--- src/rtl/flash_seq_pkg.sv ---
package flash_seq_pkg;

    typedef enum logic [2:0] {
        ST_IDLE,
        ST_SETUP,
        ST_SHIFT,
        ST_HOLD,
        ST_DESEL
    } seq_state_e;

    // field order matches bits 11:8, 7:4, 3:0 of the timing register
    typedef struct packed {
        logic [3:0] hold;
        logic [3:0] setup;
        logic [3:0] desel;
    } cs_timing_t;

    typedef struct packed {
        logic cmd_en;
        logic wr_en;
        logic rd_en;
        logic stat_en;
    } op_ctrl_t;

    localparam logic [3:0] RA_TIMING = 4'd0;
    localparam logic [3:0] RA_OPCODE = 4'd1;
    localparam logic [3:0] RA_COUNT  = 4'd2;
    localparam logic [3:0] RA_CSCFG  = 4'd3;
    localparam logic [3:0] RA_OPCTRL = 4'd4;
    localparam logic [3:0] RA_IRQ    = 4'd5;
    localparam logic [3:0] RA_IRQCLR = 4'd6;

    localparam int OPB_START = 0;
    localparam int OPB_STAT  = 1;
    localparam int OPB_RD    = 2;
    localparam int OPB_WR    = 5;
    localparam int OPB_CMD   = 7;
    localparam int CS_LSB    = 11;

    function automatic logic is_write(op_ctrl_t o);
        return o.wr_en;
    endfunction

    function automatic logic is_read(op_ctrl_t o);
        return !o.wr_en && (o.rd_en || o.stat_en);
    endfunction

    function automatic logic [31:0] op_word(op_ctrl_t o, logic start);
        logic [31:0] w;
        w = '0;
        w[OPB_START] = start;
        w[OPB_STAT]  = o.stat_en;
        w[OPB_RD]    = o.rd_en;
        w[OPB_WR]    = o.wr_en;
        w[OPB_CMD]   = o.cmd_en;
        return w;
    endfunction

endpackage

--- src/rtl/flash_seq_regs.sv ---
module flash_seq_regs
    import flash_seq_pkg::*;
#(
    parameter int ADDR_W    = 7,
    parameter int BUF_DEPTH = 16,
    parameter int IDX_W     = 4,
    parameter int CNT_W     = 14,
    parameter int CS_W      = 1
) (
    input  logic              clk,
    input  logic              rst,
    input  logic              reg_wr,
    input  logic [ADDR_W-1:0] reg_addr,
    input  logic [31:0]       reg_wdata,
    output logic [31:0]       reg_rdata,
    input  logic              done,
    input  logic              eng_we,
    input  logic [IDX_W-1:0]  eng_widx,
    input  logic [7:0]        eng_wdata,
    input  logic [IDX_W-1:0]  eng_ridx,
    output logic [7:0]        eng_rdata,
    output cs_timing_t        timing,
    output logic [7:0]        opcode,
    output logic [CNT_W-1:0]  count,
    output logic [CS_W-1:0]   cs_sel,
    output op_ctrl_t          op,
    output logic              start,
    output logic              irq
);

    logic [7:0] buf_mem [BUF_DEPTH];
    logic       buf_sel;
    logic       sw_wr;

    assign buf_sel   = reg_addr[ADDR_W-1];
    assign sw_wr     = reg_wr && !start;
    assign eng_rdata = buf_mem[eng_ridx];

    always_ff @(posedge clk) begin
        if (rst) begin
            timing <= '0;
            opcode <= '0;
            count  <= '0;
            cs_sel <= '0;
            op     <= '0;
            start  <= 1'b0;
            irq    <= 1'b0;
            for (int i = 0; i < BUF_DEPTH; i++) buf_mem[i] <= '0;
        end else begin
            if (sw_wr && buf_sel) begin
                buf_mem[reg_addr[IDX_W-1:0]] <= reg_wdata[7:0];
            end else if (sw_wr) begin
                case (reg_addr)
                    ADDR_W'(RA_TIMING): timing <= reg_wdata[11:0];
                    ADDR_W'(RA_OPCODE): opcode <= reg_wdata[7:0];
                    ADDR_W'(RA_COUNT):  count  <= reg_wdata[CNT_W-1:0];
                    ADDR_W'(RA_CSCFG):  cs_sel <= reg_wdata[CS_LSB +: CS_W];
                    ADDR_W'(RA_OPCTRL): begin
                        op.cmd_en  <= reg_wdata[OPB_CMD];
                        op.wr_en   <= reg_wdata[OPB_WR];
                        op.rd_en   <= reg_wdata[OPB_RD];
                        op.stat_en <= reg_wdata[OPB_STAT];
                        start      <= reg_wdata[OPB_START];
                    end
                    default: ;
                endcase
            end
            if (eng_we) buf_mem[eng_widx] <= eng_wdata;
            if (reg_wr && reg_addr == ADDR_W'(RA_IRQCLR) && reg_wdata[0]) irq <= 1'b0;
            if (done) begin
                irq   <= 1'b1;
                start <= 1'b0;
            end
        end
    end

    always_comb begin
        reg_rdata = '0;
        if (buf_sel) begin
            reg_rdata[7:0] = buf_mem[reg_addr[IDX_W-1:0]];
        end else begin
            case (reg_addr)
                ADDR_W'(RA_TIMING): reg_rdata[11:0] = timing;
                ADDR_W'(RA_OPCODE): reg_rdata[7:0]  = opcode;
                ADDR_W'(RA_COUNT):  reg_rdata[CNT_W-1:0] = count;
                ADDR_W'(RA_CSCFG):  reg_rdata[CS_LSB +: CS_W] = cs_sel;
                ADDR_W'(RA_OPCTRL): reg_rdata = op_word(op, start);
                ADDR_W'(RA_IRQ):    reg_rdata[0] = irq;
                default: ;
            endcase
        end
    end

    AST_DONE_CLEARS_START: assert property (@(posedge clk) disable iff (rst)
        done |=> !start) else $error("start not cleared");
    AST_DONE_SETS_IRQ: assert property (@(posedge clk) disable iff (rst)
        done |=> irq) else $error("done flag not set");
    AST_CFG_LOCKED: assert property (@(posedge clk) disable iff (rst)
        (start && $past(start)) |-> ($stable(opcode) && $stable(count) && $stable(timing)))
        else $error("config changed while busy");

endmodule

--- src/rtl/flash_seq_engine.sv ---
module flash_seq_engine
    import flash_seq_pkg::*;
#(
    parameter int IDX_W = 4,
    parameter int CNT_W = 14
) (
    input  logic             clk,
    input  logic             rst,
    input  logic             start,
    input  cs_timing_t       timing,
    input  logic [7:0]       opcode,
    input  logic [CNT_W-1:0] count,
    input  op_ctrl_t         op,
    input  logic             miso,
    input  logic [7:0]       buf_rdata,
    output logic [IDX_W-1:0] buf_ridx,
    output logic             buf_we,
    output logic [IDX_W-1:0] buf_widx,
    output logic [7:0]       buf_wdata,
    output logic             done,
    output logic             cs_active,
    output logic             sck,
    output logic             mosi
);

    seq_state_e       state;
    logic [3:0]       cnt;
    logic             phase;
    logic [2:0]       bitn;
    logic             in_cmd;
    logic [CNT_W-1:0] bytes_left;
    logic [IDX_W-1:0] idx;
    logic [7:0]       tx;
    logic [6:0]       rx;
    logic             wr_mode, rd_mode, last_cell, capture;
    logic [7:0]       next_data;

    assign wr_mode   = is_write(op);
    assign rd_mode   = is_read(op);
    assign next_data = wr_mode ? buf_rdata : 8'h00;
    assign last_cell = (state == ST_SHIFT) && !phase && (bitn == 3'd0) && !in_cmd;
    assign capture   = (state == ST_SHIFT) && !phase && !in_cmd && rd_mode;
    assign buf_ridx  = idx;
    assign buf_we    = last_cell && rd_mode;
    assign buf_widx  = idx;
    assign buf_wdata = {rx, miso};
    assign done      = (state == ST_DESEL) && (cnt == 4'd0);

    always_ff @(posedge clk) begin
        if (rst) begin
            state      <= ST_IDLE;
            cnt        <= '0;
            phase      <= 1'b0;
            bitn       <= '0;
            in_cmd     <= 1'b0;
            bytes_left <= '0;
            idx        <= '0;
            tx         <= '0;
            rx         <= '0;
            cs_active  <= 1'b0;
            sck        <= 1'b0;
            mosi       <= 1'b0;
        end else begin
            case (state)
                ST_IDLE: if (start) begin
                    state      <= ST_SETUP;
                    cs_active  <= 1'b1;
                    cnt        <= timing.setup;
                    idx        <= '0;
                    bytes_left <= (wr_mode || rd_mode) ? count : '0;
                end
                ST_SETUP: begin
                    if (cnt != 4'd0) begin
                        cnt <= cnt - 4'd1;
                    end else if (op.cmd_en || bytes_left != '0) begin
                        state  <= ST_SHIFT;
                        in_cmd <= op.cmd_en;
                        tx     <= op.cmd_en ? opcode : next_data;
                        mosi   <= op.cmd_en ? opcode[7] : next_data[7];
                        bitn   <= 3'd7;
                        phase  <= 1'b0;
                    end else begin
                        state <= ST_HOLD;
                        cnt   <= timing.hold;
                    end
                end
                ST_SHIFT: begin
                    if (!phase) begin
                        sck   <= 1'b1;
                        phase <= 1'b1;
                        if (capture) rx <= {rx[5:0], miso};
                        if (last_cell) idx <= idx + 1'b1;
                    end else begin
                        sck   <= 1'b0;
                        phase <= 1'b0;
                        if (bitn != 3'd0) begin
                            bitn <= bitn - 3'd1;
                            mosi <= tx[bitn - 3'd1];
                        end else if (in_cmd ? (bytes_left != '0) : (bytes_left > 1)) begin
                            if (!in_cmd) bytes_left <= bytes_left - 1'b1;
                            in_cmd <= 1'b0;
                            tx     <= next_data;
                            mosi   <= next_data[7];
                            bitn   <= 3'd7;
                        end else begin
                            bytes_left <= '0;
                            in_cmd     <= 1'b0;
                            mosi       <= 1'b0;
                            state      <= ST_HOLD;
                            cnt        <= timing.hold;
                        end
                    end
                end
                ST_HOLD: begin
                    if (cnt != 4'd0) begin
                        cnt <= cnt - 4'd1;
                    end else begin
                        cs_active <= 1'b0;
                        state     <= ST_DESEL;
                        cnt       <= timing.desel;
                    end
                end
                ST_DESEL: begin
                    if (cnt != 4'd0) cnt <= cnt - 4'd1;
                    else state <= ST_IDLE;
                end
                default: state <= ST_IDLE;
            endcase
        end
    end

    AST_SCK_NEEDS_CS: assert property (@(posedge clk) disable iff (rst)
        sck |-> cs_active) else $error("clock without chip select");
    AST_CS_AFTER_START: assert property (@(posedge clk) disable iff (rst)
        $rose(cs_active) |-> $past(start)) else $error("select without start");
    AST_DONE_IDLE_LINES: assert property (@(posedge clk) disable iff (rst)
        done |-> (!cs_active && !sck)) else $error("done while lines active");

endmodule

--- src/rtl/flash_cmd_seq.sv ---
module flash_cmd_seq
    import flash_seq_pkg::*;
#(
    parameter int ADDR_W    = 7,
    parameter int BUF_DEPTH = 16,
    parameter int CNT_W     = 14,
    parameter int NUM_CS    = 2
) (
    input  logic              clk,
    input  logic              rst,
    input  logic              reg_wr,
    input  logic [ADDR_W-1:0] reg_addr,
    input  logic [31:0]       reg_wdata,
    output logic [31:0]       reg_rdata,
    output logic [NUM_CS-1:0] spi_cs_n,
    output logic              spi_sck,
    output logic              spi_mosi,
    input  logic              spi_miso,
    output logic              op_done_irq
);

    localparam int IDX_W = $clog2(BUF_DEPTH);
    localparam int CS_W  = $clog2(NUM_CS);

    cs_timing_t       timing;
    op_ctrl_t         op;
    logic [7:0]       opcode, eng_rdata, eng_wdata;
    logic [CNT_W-1:0] count;
    logic [CS_W-1:0]  cs_sel;
    logic             start, done, eng_we, cs_active;
    logic [IDX_W-1:0] eng_ridx, eng_widx;

    flash_seq_regs #(
        .ADDR_W(ADDR_W), .BUF_DEPTH(BUF_DEPTH), .IDX_W(IDX_W),
        .CNT_W(CNT_W), .CS_W(CS_W)
    ) regs_i (
        .clk(clk), .rst(rst), .reg_wr(reg_wr), .reg_addr(reg_addr),
        .reg_wdata(reg_wdata), .reg_rdata(reg_rdata), .done(done),
        .eng_we(eng_we), .eng_widx(eng_widx), .eng_wdata(eng_wdata),
        .eng_ridx(eng_ridx), .eng_rdata(eng_rdata), .timing(timing),
        .opcode(opcode), .count(count), .cs_sel(cs_sel), .op(op),
        .start(start), .irq(op_done_irq)
    );

    flash_seq_engine #(.IDX_W(IDX_W), .CNT_W(CNT_W)) eng_i (
        .clk(clk), .rst(rst), .start(start), .timing(timing),
        .opcode(opcode), .count(count), .op(op), .miso(spi_miso),
        .buf_rdata(eng_rdata), .buf_ridx(eng_ridx), .buf_we(eng_we),
        .buf_widx(eng_widx), .buf_wdata(eng_wdata), .done(done),
        .cs_active(cs_active), .sck(spi_sck), .mosi(spi_mosi)
    );

    for (genvar g = 0; g < NUM_CS; g++) begin : g_cs
        assign spi_cs_n[g] = !(cs_active && (cs_sel == CS_W'(g)));
    end

    AST_CS_ONEHOT0: assert property (@(posedge clk) disable iff (rst)
        $onehot0(~spi_cs_n)) else $error("two chip selects low");

endmodule

--- config.mk ---
export PLATFORM = sky130hd
export DESIGN_NAME = flash_cmd_seq
export DESIGN_NICKNAME = d
export VERILOG_FILES = /design/src/rtl/flash_seq_pkg.sv /design/src/rtl/flash_seq_regs.sv /design/src/rtl/flash_seq_engine.sv /design/src/rtl/flash_cmd_seq.sv
export SDC_FILE = /design/constraint.sdc
export NUM_CORES = 1
export LEC_CHECK = 0
export BUFFER_PORTS_ARGS = -buffer_cell sky130_fd_sc_hd__clkbuf_2
export CAP_MARGIN = 20
export CORE_UTILIZATION = 62
export CTS_CLUSTER_SIZE = 8
export DETAILED_ROUTE_END_ITERATION = 12
export PLACE_DENSITY = 0.83
export SETUP_SLACK_MARGIN = 0.1
export SLEW_MARGIN = 30
export SYNTH_ARGS = -nofsm -noshare
export SYNTH_HDL_FRONTEND = slang
export SYNTH_SLANG_ARGS = --single-unit
export TNS_END_PERCENT = 100
--- constraint.sdc ---
create_clock -name clk -period 3.1 [get_ports clk]
set_clock_uncertainty 0.1 [all_clocks]
set_input_delay 0.31 -clock clk [delete_from_list [all_inputs] [get_ports clk]]
set_output_delay 0.31 -clock clk [all_outputs]
set_load 0.05 [all_outputs]
## Word level (Yosys, flattened, before mapping)

Memory sizes are Yosys's and may differ from the RTL's. A register that Yosys moved wholly into a read port is not among the register bits.
Index checks and enable logic that the tools add are counted.

- Bits in registers: 89
- Bits in latches: 0
- Bits in writable memories: 128
- ROM bits: 0
- Logic and storage cells: 203
- Memories kept: 1

Memories:

| name | words | width | read ports | clocked after memory_dff | write ports | line | RTL |
|---|---|---|---|---|---|---|---|
| regs_i.buf_mem | 16 | 8 | 2 | 1 | 16 | flash_seq_regs.sv:31 | `logic [7:0] buf_mem [BUF_DEPTH];` |

- Add/sub/neg operators: 4
- Multiply operators: 0
- Divide/modulo/power cells: 0
- $lt $le $gt $ge: 2
- Equal/unequal tests: 25
- Shift-type cells: 0
- Muxes and demuxes: 90
- Bitwise operators: 3
- Reduce and logical (&&, ||, !) cells: 54

Operators by type and width:

| cell | count |
|---|---|
| 14-bit two-way mux | 6 |
| 8-bit two-way mux | 10 |
| 4-bit two-way mux | 15 |
| 3-bit two-way mux | 12 |
| 1-bit two-way mux | 30 |
| 14-bit case mux with 2 select lines | 1 |
| 7-bit case mux with 4 select lines | 1 |
| 3-bit AND reduction | 8 |
| 7-bit by 3-bit == test with 1-bit output, second input constant | 3 |
| 4-bit case mux with 5 select lines | 1 |
| 2-bit inequality test, second input constant | 9 |
| 8-bit case mux with 2 select lines | 1 |
| 8-bit OR reduction | 2 |
| 3-bit case mux with 5 select lines | 1 |
| 5-bit AND reduction | 3 |
| 7-bit by 2-bit == test with 1-bit output, second input constant | 2 |
| 14-bit by 1-bit > comparator with 1-bit output, second input constant | 1 |
| 1-bit logical AND | 14 |
| 7-bit AND reduction | 2 |
| 14-bit nonzero test | 1 |
| 14-bit by 1-bit subtractor with 14-bit output, second input constant | 1 |
| 3-bit case mux with 2 select lines | 2 |
| 1-bit case mux with 2 select lines | 4 |
| 4-bit case mux with 2 select lines | 1 |
| other kinds (29) | 47 |

## Longest topological paths before layout

- Word-level depth: 10
- Mapped depth: 9

## By module

A second synthesis with hierarchy kept.

- Cell total of the unflattened synthesis: 1176
- Area, all modules: 13027.5 um2

Modules (own cells, without submodules):

| module | times used | cells an instance | area each (um2) |
|---|---|---|---|
| flash_seq_regs | 1 | 793 | 9932.0 |
| flash_seq_engine | 1 | 381 | 3085.5 |
| flash_cmd_seq | 1 | 2 | 10.0 |

## Least setup slack after synthesis

No wires, ideal clock.

- Path kind: input-to-output
- Start point: input reg_addr[1]
- End point: output reg_rdata[4]
- Data arrival time: 2.545 ns
- Data required time: 2.690 ns
- Setup slack: 0.145 ns
- Cell stages on the path: 8
- Buffers on the path: 4
- Cells stage by stage: buf_2 -> buf_2 -> buf_2 -> buf_2 -> mux2i_1 -> nor2_1 -> a21oi_1 -> o21ai_0

- Cells in the longest elaborated chain, start to end: 3
- Elaborated cells between the ends (all ways): 7
- Those cells by class: eq/ne: 3; mux: 2; reduce/logical: 1; memory: 1

RTL lines:

| element | line | RTL |
|---|---|---|
| from (decl) | flash_cmd_seq.sv:12 | `input logic [ADDR_W-1:0] reg_addr,` |
| 7-bit by 3-bit == test with 1-bit output (tied with other cells) | flash_seq_regs.sv:82 | `case (reg_addr)` |
| 7-bit case mux with 4 select lines | flash_seq_regs.sv:82 |  |
| 8-bit two-way mux (*) | flash_seq_regs.sv:79 | `if (buf_sel) begin` |
| to (decl) | flash_cmd_seq.sv:14 | `output logic [31:0] reg_rdata,` |

Mark *: on every way between the ends. The rest lies on a longest branch, timed or not.

==> results.toml <==
[critical_path]
cp-start-kind = "flip-flop"
max_stage_delay_ns = 0.51
timing.rr.end = "regs_i.buf_mem[0][2]"
crit_chain = "mux4_2, mux4_2, a221o_1, buf_2"
cp_max_fo = 2
crit_arrival_ns = 2.59
crit_path_end_kind = "output pin"
required_ns = 2.69
critPathMostFrequentCell = "mux4_2"
critPathLaunch = "regs_i.buf_mem[2][1]"
slowest_stage = "mux4_2"
crit_type = "reg -> out"
cp-endpoint = "reg_rdata[1]"
reg2reg_setup_slack_ns = 0.25
rr_startpoint = "eng_i.bitn[0]"
rr_worst_depth = 8

[cts]
cts_tree = "built"
cts_buffers = 31
cts_buffer_depth = 3
insertion_delay_ns = 0.56
h-tree-depth = 1
cts_sinks = 221
clockRootBuffer = "clkbuf_16"
path_clk_slew_ns = 0.05

[floorplan]
fp-row-count = 53
die_w_um = 150
dieHeight_um = 150
io_pins = 80
core_area_sq_um = 21200
dieArea_sq_um = 22500
floorplan.initialDensity = 0.639

[timing]
max_freq_mhz = 333
hold_viol_final = 0
rsz0062_at_grt = "yes"
tightestPinTransition_ns = 0.982
relSlewSlack = 0.344
maxSlewViolCount = 0
period_needed_ns = 3.00
worst_slack_ns = 0.0962
setup_viol = 0
fin_tns_setup_ns = 0
period_share = 0.969

[job]
max-cap-violations = 0

[route]
routed.top_layer = "met4"
drtAntennaViolNets = 0
wl_met1_um = 14900
dr.pass1.iters = 6
wl_met3_um = 6460
via_per_inst = 6.95
post-route-drc-count = 0
vias = 11600
wire_per_inst_um = 25.2
drt_iter0_markers = 1778
wl_um = 42100
met2_length_um = 18600

[pwr]
power_density_nw_per_um2 = 684
p_leak_uw = 0.00522
irDropWorstVdd_mv = 0.521

[global_route]
grt_pass1_wl_um = 63200
grt_pass1_vias = 10700
grt_max_degree = 67
grt.total_usage = 0.382
grt_overflow = 0
antenna_found_initial = 0

[placed_design]
numPortBuffers = 43
gp_congestion = 1.02
placed_area_sq_um = 14100
pre_cts_ws_ns = 0.232
hpwl_um = 29600

[synthesis]
postSynth.asyncResetShare = 0
syn_avg_cell_area_sq_um = 10.1
yosysWarnings = 0
synth.ff_latch_count = 221
synthCells = 1347
synth_top_area_share = 0.283
synthesis.area_sq_um = 13600
synth_edf_count = 128
netlist-cell-type-count = 80
synth_top_area_cell = "edfxtp_1"
synth_flop_cell = "edfxtp_1"
synth_seq_area_share = 0.421
synth_area_leaders = "edfxtp_1 (28%), dfxtp_1 (14%), mux4_2 (12%), nand2_1 (7.4%), mux2i_1 (4.4%)"

[final_layout]
area_delta_synth_final_pct = 10.7
nets = 1430
layout-drive-gt1-share = 0.201
fin_area_sq_um = 15000
num_antenna_cells = 0

[worst_hold_path]
hold_class = "in -> reg"

[outcome]
status = "completed"
-- cell families after synthesis --
logic type / share of synthesized area
buf+inv: 0.0561
fa+ha+maj: 0.00923
mux: 0.180
compound gates: 0.128
other cells: 0.000277
flops: 0.421
xor+xnor: 0.00711
simple gates: 0.198
-- registers in the layout (all words and copies together) (netlist names), 4 cells and up, named ones only --
register / cells
eng_i.rx: 7
eng_i.tx: 8
eng_i.cnt: 4
regs_i.count: 14
regs_i.timing: 12
regs_i.op: 4
regs_i.opcode: 8
regs_i.buf_mem: 128
eng_i.buf_ridx: 4
eng_i.bytes_left: 14
-- through the flow --
stage,std cells,total power [uW],util,hold WS (ns)
final,1671,10300,0.707,0.0982
after global routing,1671,10600,0.707,0.105
after CTS,1670,10100,0.707,0.0889
after detailed placement,1612,7050,0.662,0.385
after global placement,1612,6960,0.662,0.360
after floorplan,1364,6180,-,0.348
-- synth_stat cells, drive strengths merged (6+ instances only) --
cell type / n
or3b: 8
nand2b: 11
and3: 6
a22oi: 8
nor4: 27
or3: 14
nand4: 10
nor3b: 7
buf: 77
mux2i: 59
edfxtp: 128
a211oi: 19
a222oi: 7
dfxtp: 93
a311oi: 6
ha: 10
nand2: 266
nor2: 91
nand3: 35
xnor2: 9
inv: 26
nor3: 24
mux2: 16
mux4: 74
clkbuf: 59
o21ai: 102
a31oi: 15
a21oi: 45
o31ai: 25
nor2b: 6
-- cells in the final DEF (no fill, tap or decap), types with 10 or more instances in the layout --
| cell | instances |
|---|---|
| nand4_1 | 10 |
| a211oi_1 | 19 |
| nor2_1 | 91 |
| clkbuf_16 | 31 |
| a21oi_1 | 43 |
| o21ai_1 | 83 |
| a31oi_1 | 15 |
| clkbuf_2 | 35 |
| edfxtp_1 | 128 |
| mux2_2 | 16 |
| mux2i_1 | 59 |
| o21ai_0 | 19 |
| mux4_2 | 74 |
| inv_1 | 25 |
| o31ai_1 | 25 |
| dfxtp_1 | 91 |
| nand2_1 | 266 |
| ha_1 | 10 |
| clkbuf_1 | 19 |
| buf_4 | 67 |
| nor4_4 | 17 |
| nand2b_1 | 11 |
| or3_1 | 14 |
| nand3_1 | 34 |
| conb_1 | 18 |
| nor3_1 | 17 |
-- report_power, final --
group / internal, uW / switching (uW)
Combinational: 1350 / 2090
Sequential: 3380 / 315
Clock: 1860 / 1270
Total: 6590 / 3670
-- area by class of cell --
class,count,area (sq um)
Multi-Input combinational cell,980,7160
Fill cell,1514,6210
Sequential cell,221,5710
Clock buffer,51,861
Timing Repair Buffer,116,821
Tap cell,275,344
Inverter,27,101
Clock inverter,1,8.76
-- layer usage --
layer / GRT usage / up-vias
li1: - / 5032
met5: 0 / -
met4: 0.171 / 0
met3: 0.101 / 164
met2: 0.577 / 959
met1: 0.516 / 5452
-- critical path, delay by kind of cell (launching register included) --
family	cells	cell delay, ns
mux	2	0.98
flops	1	0.50
compound gates	1	0.33
buf+inv	1	0.22
-- how the worst min path moves through the flow --
| stage | cells after the start | endpoint | start | slack, ns |
|---|---|---|---|---|
| global placement | 2 | eng_i.bytes_left[4] | eng_i.bytes_left[4] | 0.36 |
| detailed placement | 2 | regs_i.op[0] | regs_i.op[0] | 0.38 |
| floorplan | 2 | eng_i.bytes_left[4] | eng_i.bytes_left[4] | 0.35 |
| finish | 2 | regs_i.timing[5] | rst | 0.1 |
| global route | 2 | regs_i.timing[5] | rst | 0.11 |
| CTS | 2 | regs_i.timing[5] | rst | 0.09 |
-- what timing repair did --
item                                    CTS  global route
endpoints found under the setup margin    2             6
buffers inserted                          0             1
pin swaps                                 0             1
hold buffers                              6             0
resized for setup                         3             7
hold endpoints to repair                 11             0
Power figures use the tool's default switching activity.
